<file path="src/rtl/sdci_pkg.sv">
package sdci_pkg;
  localparam int unsigned ADDR_W    = 8;
  localparam int unsigned DATA_W    = 32;
  localparam int unsigned CMD_W     = 16;
  localparam int unsigned IDX_W     = 6;
  localparam int unsigned ST_W      = 11;
  localparam int unsigned CFG_W     = 11;
  localparam int unsigned RSP_WORDS = 4;
  localparam int unsigned RSP_BYTES = RSP_WORDS * 4;
  localparam int unsigned LEN_W     = $clog2(RSP_BYTES + 1);

  localparam logic [ADDR_W-1:0] OFF_CMD  = 8'h00;
  localparam logic [ADDR_W-1:0] OFF_ARG  = 8'h04;
  localparam logic [ADDR_W-1:0] OFF_RSP0 = 8'h10;
  localparam logic [ADDR_W-1:0] OFF_RSP1 = 8'h14;
  localparam logic [ADDR_W-1:0] OFF_RSP2 = 8'h18;
  localparam logic [ADDR_W-1:0] OFF_RSP3 = 8'h1C;
  localparam logic [ADDR_W-1:0] OFF_STAT = 8'h20;
  localparam logic [ADDR_W-1:0] OFF_CFG  = 8'h38;

  localparam int unsigned CB_START = 15;
  localparam int unsigned CB_FAIL  = 14;
  localparam int unsigned CB_BUSYW = 11;
  localparam int unsigned CB_NORSP = 10;
  localparam int unsigned CB_LONG  = 9;
  localparam int unsigned SB_BUSY  = 10;
  localparam int unsigned SB_CMDTO = 6;
  localparam int unsigned FB_BUSYEN = 10;

  typedef enum logic [1:0] {SQ_IDLE, SQ_ISSUE, SQ_WAIT} seq_state_e;
endpackage

</file>
<file path="src/rtl/sdci_rsp_check.sv">
module sdci_rsp_check
  import sdci_pkg::*;
(
  input  logic                           clk,
  input  logic                           rst_n,
  input  logic                           chk_en,
  input  logic                           card_err,
  input  logic [LEN_W-1:0]               len,
  input  logic                           no_rsp,
  input  logic                           long_rsp,
  input  logic [RSP_BYTES*8-1:0]         bytes_in,
  output logic                           fail,
  output logic [RSP_WORDS-1:0][DATA_W-1:0] words
);
  localparam logic [LEN_W-1:0] LEN_SHORT = LEN_W'(4);
  localparam logic [LEN_W-1:0] LEN_LONG  = LEN_W'(RSP_BYTES);

  logic bad_len;

  always_comb begin
    bad_len = (len == '0) ||
              (len == LEN_SHORT && long_rsp) ||
              (len != LEN_SHORT && len != LEN_LONG);
    fail = card_err || (!no_rsp && bad_len);
  end

  for (genvar w = 0; w < RSP_WORDS; w++) begin : g_word
    localparam int unsigned LBASE = (RSP_WORDS - 1 - w) * 4;
    logic [DATA_W-1:0] long_w;
    logic [DATA_W-1:0] short_w;
    for (genvar k = 0; k < 4; k++) begin : g_byte
      assign long_w[DATA_W-1-8*k -: 8] = bytes_in[8*(LBASE+k) +: 8];
      if (w == 0) begin : g_s0
        assign short_w[DATA_W-1-8*k -: 8] = bytes_in[8*k +: 8];
      end else begin : g_sz
        assign short_w[DATA_W-1-8*k -: 8] = 8'h00;
      end
    end
    assign words[w] = (len == LEN_LONG) ? long_w : short_w;
  end

  // a long request accepted without failure must carry the full length
  p_long_len_r7: assert property (@(posedge clk) disable iff (!rst_n)
    (chk_en && !fail && !no_rsp && long_rsp) |-> (len == LEN_LONG));
endmodule

</file>
<file path="src/rtl/sdci_seq.sv">
module sdci_seq
  import sdci_pkg::*;
(
  input  logic clk,
  input  logic rst_n,
  input  logic start,
  input  logic rsp_valid,
  output logic req_valid,
  output logic idle,
  output logic done
);
  seq_state_e state_q, state_d;

  always_comb begin
    state_d = state_q;
    unique case (state_q)
      SQ_IDLE:  if (start) state_d = SQ_ISSUE;
      SQ_ISSUE: state_d = SQ_WAIT;
      SQ_WAIT:  if (rsp_valid) state_d = SQ_IDLE;
      default:  state_d = SQ_IDLE;
    endcase
  end

  always_ff @(posedge clk or negedge rst_n) begin
    if (!rst_n) state_q <= SQ_IDLE;
    else        state_q <= state_d;
  end

  assign req_valid = (state_q == SQ_ISSUE);
  assign idle      = (state_q == SQ_IDLE);
  assign done      = (state_q == SQ_WAIT) && rsp_valid;

  // request is a single-cycle pulse
  p_req_pulse_r2: assert property (@(posedge clk) disable iff (!rst_n)
    req_valid |=> !req_valid);
endmodule

</file>
<file path="src/rtl/sd_cmd_issue.sv">
module sd_cmd_issue
  import sdci_pkg::*;
(
  input  logic                    clk,
  input  logic                    rst_n,
  input  logic [ADDR_W-1:0]       bus_addr,
  input  logic                    bus_wr,
  input  logic [DATA_W-1:0]       bus_wdata,
  output logic [DATA_W-1:0]       bus_rdata,
  output logic                    card_req_valid,
  output logic [IDX_W-1:0]        card_req_index,
  output logic [DATA_W-1:0]       card_req_arg,
  input  logic                    card_rsp_valid,
  input  logic                    card_rsp_err,
  input  logic [LEN_W-1:0]        card_rsp_len,
  input  logic [RSP_BYTES*8-1:0]  card_rsp_bytes,
  output logic                    irq
);
  logic [CMD_W-1:0]  cmd_q, cmd_d;
  logic [DATA_W-1:0] arg_q, arg_d;
  logic [ST_W-1:0]   stat_q, stat_d;
  logic [CFG_W-1:0]  cfg_q, cfg_d;
  logic [RSP_WORDS-1:0][DATA_W-1:0] rsp_q, rsp_d;
  logic [RSP_WORDS-1:0][DATA_W-1:0] rsp_words;

  logic seq_idle, seq_done, chk_fail;
  logic wr_cmd, wr_arg, wr_stat, wr_cfg, start;

  assign wr_cmd  = bus_wr && (bus_addr == OFF_CMD) && seq_idle;
  assign wr_arg  = bus_wr && (bus_addr == OFF_ARG) && seq_idle;
  assign wr_stat = bus_wr && (bus_addr == OFF_STAT);
  assign wr_cfg  = bus_wr && (bus_addr == OFF_CFG);
  assign start   = wr_cmd && bus_wdata[CB_START];

  sdci_seq u_seq (
    .clk       (clk),
    .rst_n     (rst_n),
    .start     (start),
    .rsp_valid (card_rsp_valid),
    .req_valid (card_req_valid),
    .idle      (seq_idle),
    .done      (seq_done)
  );

  sdci_rsp_check u_chk (
    .clk      (clk),
    .rst_n    (rst_n),
    .chk_en   (seq_done),
    .card_err (card_rsp_err),
    .len      (card_rsp_len),
    .no_rsp   (cmd_q[CB_NORSP]),
    .long_rsp (cmd_q[CB_LONG]),
    .bytes_in (card_rsp_bytes),
    .fail     (chk_fail),
    .words    (rsp_words)
  );

  always_comb begin
    cmd_d  = cmd_q;
    arg_d  = arg_q;
    stat_d = stat_q;
    cfg_d  = cfg_q;
    rsp_d  = rsp_q;
    if (wr_cmd) begin
      cmd_d = bus_wdata[CMD_W-1:0];
      cmd_d[CB_START] = 1'b0;
    end
    if (wr_arg) arg_d = bus_wdata;
    if (wr_cfg) cfg_d = bus_wdata[CFG_W-1:0];
    if (wr_stat) stat_d = stat_q & ~bus_wdata[ST_W-1:0];
    if (seq_done) begin
      if (chk_fail) begin
        cmd_d[CB_FAIL]  = 1'b1;
        stat_d[SB_CMDTO] = 1'b1;
      end else begin
        if (!cmd_q[CB_NORSP]) rsp_d = rsp_words;
        if (cmd_q[CB_BUSYW] && cfg_q[FB_BUSYEN]) stat_d[SB_BUSY] = 1'b1;
      end
    end
  end

  always_ff @(posedge clk or negedge rst_n) begin
    if (!rst_n) begin
      cmd_q  <= '0;
      arg_q  <= '0;
      stat_q <= '0;
      cfg_q  <= '0;
      rsp_q  <= '0;
    end else begin
      cmd_q  <= cmd_d;
      arg_q  <= arg_d;
      stat_q <= stat_d;
      cfg_q  <= cfg_d;
      rsp_q  <= rsp_d;
    end
  end

  assign card_req_index = cmd_q[IDX_W-1:0];
  assign card_req_arg   = arg_q;
  assign irq            = |stat_q[10:8];

  always_comb begin
    unique case (bus_addr)
      OFF_CMD:  bus_rdata = DATA_W'({!seq_idle, cmd_q[CMD_W-2:0]});
      OFF_ARG:  bus_rdata = arg_q;
      OFF_RSP0: bus_rdata = rsp_q[0];
      OFF_RSP1: bus_rdata = rsp_q[1];
      OFF_RSP2: bus_rdata = rsp_q[2];
      OFF_RSP3: bus_rdata = rsp_q[3];
      OFF_STAT: bus_rdata = DATA_W'(stat_q);
      OFF_CFG:  bus_rdata = DATA_W'(cfg_q);
      default:  bus_rdata = '0;
    endcase
  end

  // command word is frozen while waiting for an answer
  p_cmd_hold_r4: assert property (@(posedge clk) disable iff (!rst_n)
    (!seq_idle && !seq_done) |=> $stable(cmd_q));
  // response words only move when an answer is accepted
  p_rsp_hold_r4: assert property (@(posedge clk) disable iff (!rst_n)
    !seq_done |=> $stable(rsp_q));
  // fail flag and timeout status rise together
  p_fail_to_r5: assert property (@(posedge clk) disable iff (!rst_n)
    $rose(cmd_q[CB_FAIL]) |-> stat_q[SB_CMDTO]);
  // busy status can only rise with its enable set
  p_busy_en_r9: assert property (@(posedge clk) disable iff (!rst_n)
    $rose(stat_q[SB_BUSY]) |-> $past(cfg_q[FB_BUSYEN]));
endmodule

</file>
<file path="config.mk">
export PLATFORM = sky130hd
export DESIGN_NAME = sd_cmd_issue
export DESIGN_NICKNAME = d
export VERILOG_FILES = /design/src/rtl/sdci_pkg.sv /design/src/rtl/sdci_rsp_check.sv /design/src/rtl/sdci_seq.sv /design/src/rtl/sd_cmd_issue.sv
export SDC_FILE = /design/constraint.sdc
export NUM_CORES = 1
export LEC_CHECK = 0
export ABC_CLOCK_PERIOD_IN_PS = 6700
export CAP_MARGIN = 40
export CELL_PAD_IN_SITES_DETAIL_PLACEMENT = 1
export CELL_PAD_IN_SITES_GLOBAL_PLACEMENT = 2
export CORE_MARGIN = 2
export CORE_UTILIZATION = 36
export CTS_CLUSTER_SIZE = 30
export DETAILED_ROUTE_END_ITERATION = 8
export PLACE_DENSITY_LB_ADDON = 0.08
export SKIP_LAST_GASP = 1
export SLEW_MARGIN = 30
export SYNTH_ARGS = -nofsm -noshare
export SYNTH_HDL_FRONTEND = slang
export SYNTH_HIERARCHICAL = 1
export SYNTH_SLANG_ARGS = --single-unit
export TNS_END_PERCENT = 5
</file>
<file path="constraint.sdc">
create_clock -name clk -period 6.7 [get_ports clk]
set_clock_uncertainty 0.2 [all_clocks]
set_input_delay 1.005 -clock clk [delete_from_list [all_inputs] [get_ports clk]]
set_output_delay 1.005 -clock clk [all_outputs]
set_load 0.01 [all_outputs]
</file>
==> results.toml <==
[die]
core_region_area_um2 = 27900
die-area_um2 = 29700
rows = 61
die_w_um = 172
start_util = 0.366
die_h_um = 172
io_pins = 250

[clock_network]
clk-insertion-delay-late_ns = 0.43
cts_resized = 0
hold_buffers = 0
clkSlewWorstSetupHoldPaths_ns = 0.07
post_cts_buffers = 0
h-tree-depth = 4
tritoncts = "built"
clock_sinks = 199
clockBufferDepth = 2
root_buffer = "clkbuf_16"
numCtsBuffers = 17

[place]
io_buffers = 249
place_hpwl_um = 21500
dp_cells = 1330
gp_congestion = 0.841

[drt]
firstDrtPassIters = 4
vias = 7010
drc = 0
wl_per_cell_um = 22.0
wirelength_um = 30100
ant_nets = 0
viasPerCell = 5.13
drtIter0Drc = 318

[timing]
finalCritPeriodShare = 0.740
hold_viol = 0
finalMaxSlewViolations = 0
slew-limit-headroom = 0.487
worstMarginPinSlew_ns = 0.770
rsz0062_at_grt = "false"
setup_viol = 0
period_needed_ns = 4.96
max_freq_mhz = 202
setup_tns_ns = 0

[grt]
grt_pass1_vias = 7767
antenna_found_initial = 5
grt_first_pass_wirelength_um = 46500
overflow = 0
grt_usage = 0.209
grt_max_degree = 129

[synthesis]
netlist_instances = 750
synth_commonest_cells = "199 x dfrtp_1, 167 x mux2_2, 99 x and2_1, 30 x clkbuf_1, 30 x mux2_4"
ys_async_sr_fraction = 1.00
yosysMostFrequentCell = "dfrtp_1"
yosysTopAreaCellShare = 0.489
ys_types = 49
synth.cell_area_um2 = 10200
synth_nets = 928
synth_seq_cells = 199
synth_edf_count = 0
synth_largest_area_cell = "dfrtp_1"
ys_top_cells_by_area = "dfrtp_1 49%, mux2_2 18%, mux4_2 6.2%"
synthFlopType = "dfrtp_1"
yosys_warnings = 6
syn_area_per_cell_um2 = 13.6
ys_seq_area_frac = 0.489

[critical_path]
cpPeakStageDelay_ns = 0.70
worst_ep_required_time_ns = 5.49
worst_setup_path_end_kind = "output port"
worstPathMaxFanout = 31
arrival_ns = 3.75
crit_slowest_cell = "or4_1"
crit_chain = "clkdlybuf4s50_1 > or4_1 > nor3b_2 > buf_4 > o21ai_0 > o21ai_0 > clkdlybuf4s50_1"
critical_path_class = "in2out"
crit_path_start_kind = "input pin"

[flow_run]
maxCapViolCount = 0

[finish]
instances_no_fill = 1366
layout-drive-gt1-share = 0.288
areaGrowthSynthToFinish_pct = 33.2
final_nets = 1149
fillerInstances = 2793

[pwr]
p_leak_uw = 0.00622
irDropWorstVdd_uv = 156
p_per_area_nw_per_um2 = 184

[run_status]
status = "finished, final reports clean"

[worst_hold_path]
hold_class = "reg2reg"
final cells by class:
cell class | instances | area, um^2 | area share
Clock buffer | 18 | 429 | 0.0316
Inverter | 1 | 3.75 | 0.000276
Clock inverter | 14 | 135 | 0.00995
Timing Repair Buffer | 263 | 2650 | 0.195
Sequential cell | 199 | 4980 | 0.367
Multi-Input combinational cell | 489 | 4900 | 0.361
Antenna cell | 4 | 10.0 | 0.000737
Tap cell | 378 | 473 | 0.0348
power by group:
group / total [uW] / internal (uW) / leakage [uW] / switching [uW]
clock: 1010 / 495 / 0.000280 / 518
combinational: 257 / 156 / 0.00317 / 101
sequential: 1230 / 1220 / 0.00277 / 14.4
total: 2500 / 1870 / 0.00622 / 633
cell usage in the layout, fill, tap and decap left out, types with 4 or more instances in the layout:
master,synthesis,layout
nand2_1,11,11
and2_1,99,99
a21boi_0,9,9
diode_2,0,4
mux2_1,20,20
mux2_4,30,30
mux2i_1,19,19
nor2_1,5,4
buf_4,7,11
o22ai_1,10,10
a22o_1,14,14
dfrtp_1,199,199
inv_6,0,6
nor2b_1,6,6
clkbuf_16,0,17
mux2_2,167,167
a22oi_1,11,11
clkdlybuf4s50_1,0,246
mux4_2,28,28
o21ai_0,11,11
a21o_1,10,10
worst max-delay path: cells and delay by family:
family,cells,cell delay [ns]
buffers and inverters,3,1.46
AND/OR/NAND/NOR,2,0.93
AO/OA/AOI/OAI,2,0.34
per-stage QoR:
stage / setup WS [ns] / power, uW / area [um^2] / hold WS, ns / utilization
6_report: 1.74 / 2500 / 13600 / 0.308 / 0.487
5_1_grt: 1.58 / 2610 / 13600 / 0.321 / 0.487
4_1_cts: 1.72 / 2540 / 13600 / 0.311 / 0.487
3_5_place_dp: 1.81 / 1520 / 13000 / 0.295 / 0.467
3_3_place_gp: 1.85 / 1510 / 12900 / 0.284 / 0.464
2_1_floorplan: 2.90 / 1330 / 10200 / 0.263 / -
final timing paths:
path | start | to | slack [ns] | cells past startpoint
max in group asynchronous | rst_n | card_req_arg[0] | 4.82 | 3
worst min register to register | rsp_q[109] | rsp_q[109] | 0.31 | 1
worst max register to register | cmd_q[9] | rsp_q[41] | 3.75 | 6
min in group asynchronous | rst_n | rsp_q[19] | 0.35 | 1
worst min-delay path | rsp_q[109] | rsp_q[109] | 0.31 | 1
worst max-delay path | bus_addr[7] | bus_rdata[30] | 1.74 | 7
cells by family (layout without fill, tap and decap cells):
family | Yosys count | after routing | share of synthesized area
buffers and inverters | 62 | 296 | 0.0322
other | 0 | 4 | 0
DFF | 199 | 199 | 0.489
and+or+nand+nor | 152 | 152 | 0.0955
muxes | 264 | 264 | 0.331
AOI/OAI and AO/OA | 73 | 73 | 0.0523
registers in the layout, summed over array words and instances (netlist names):
signal,flops
rsp_q,128
card_req_arg,32
cmd_q,15
cfg_q,11
stat_q,11
u_seq/state_q,2
metal layers:
metal / wire length (um) / GRT usage / vias to the layer above
li1: - / - / 3153
met1: 13300 / 0.274 / 3623
met2: 14400 / 0.344 / 204
met3: 1920 / 0.0552 / 26
met4: 413 / 0.0552 / 4
met5: 22 / 0 / -
(Power assumes the default switching activity.)
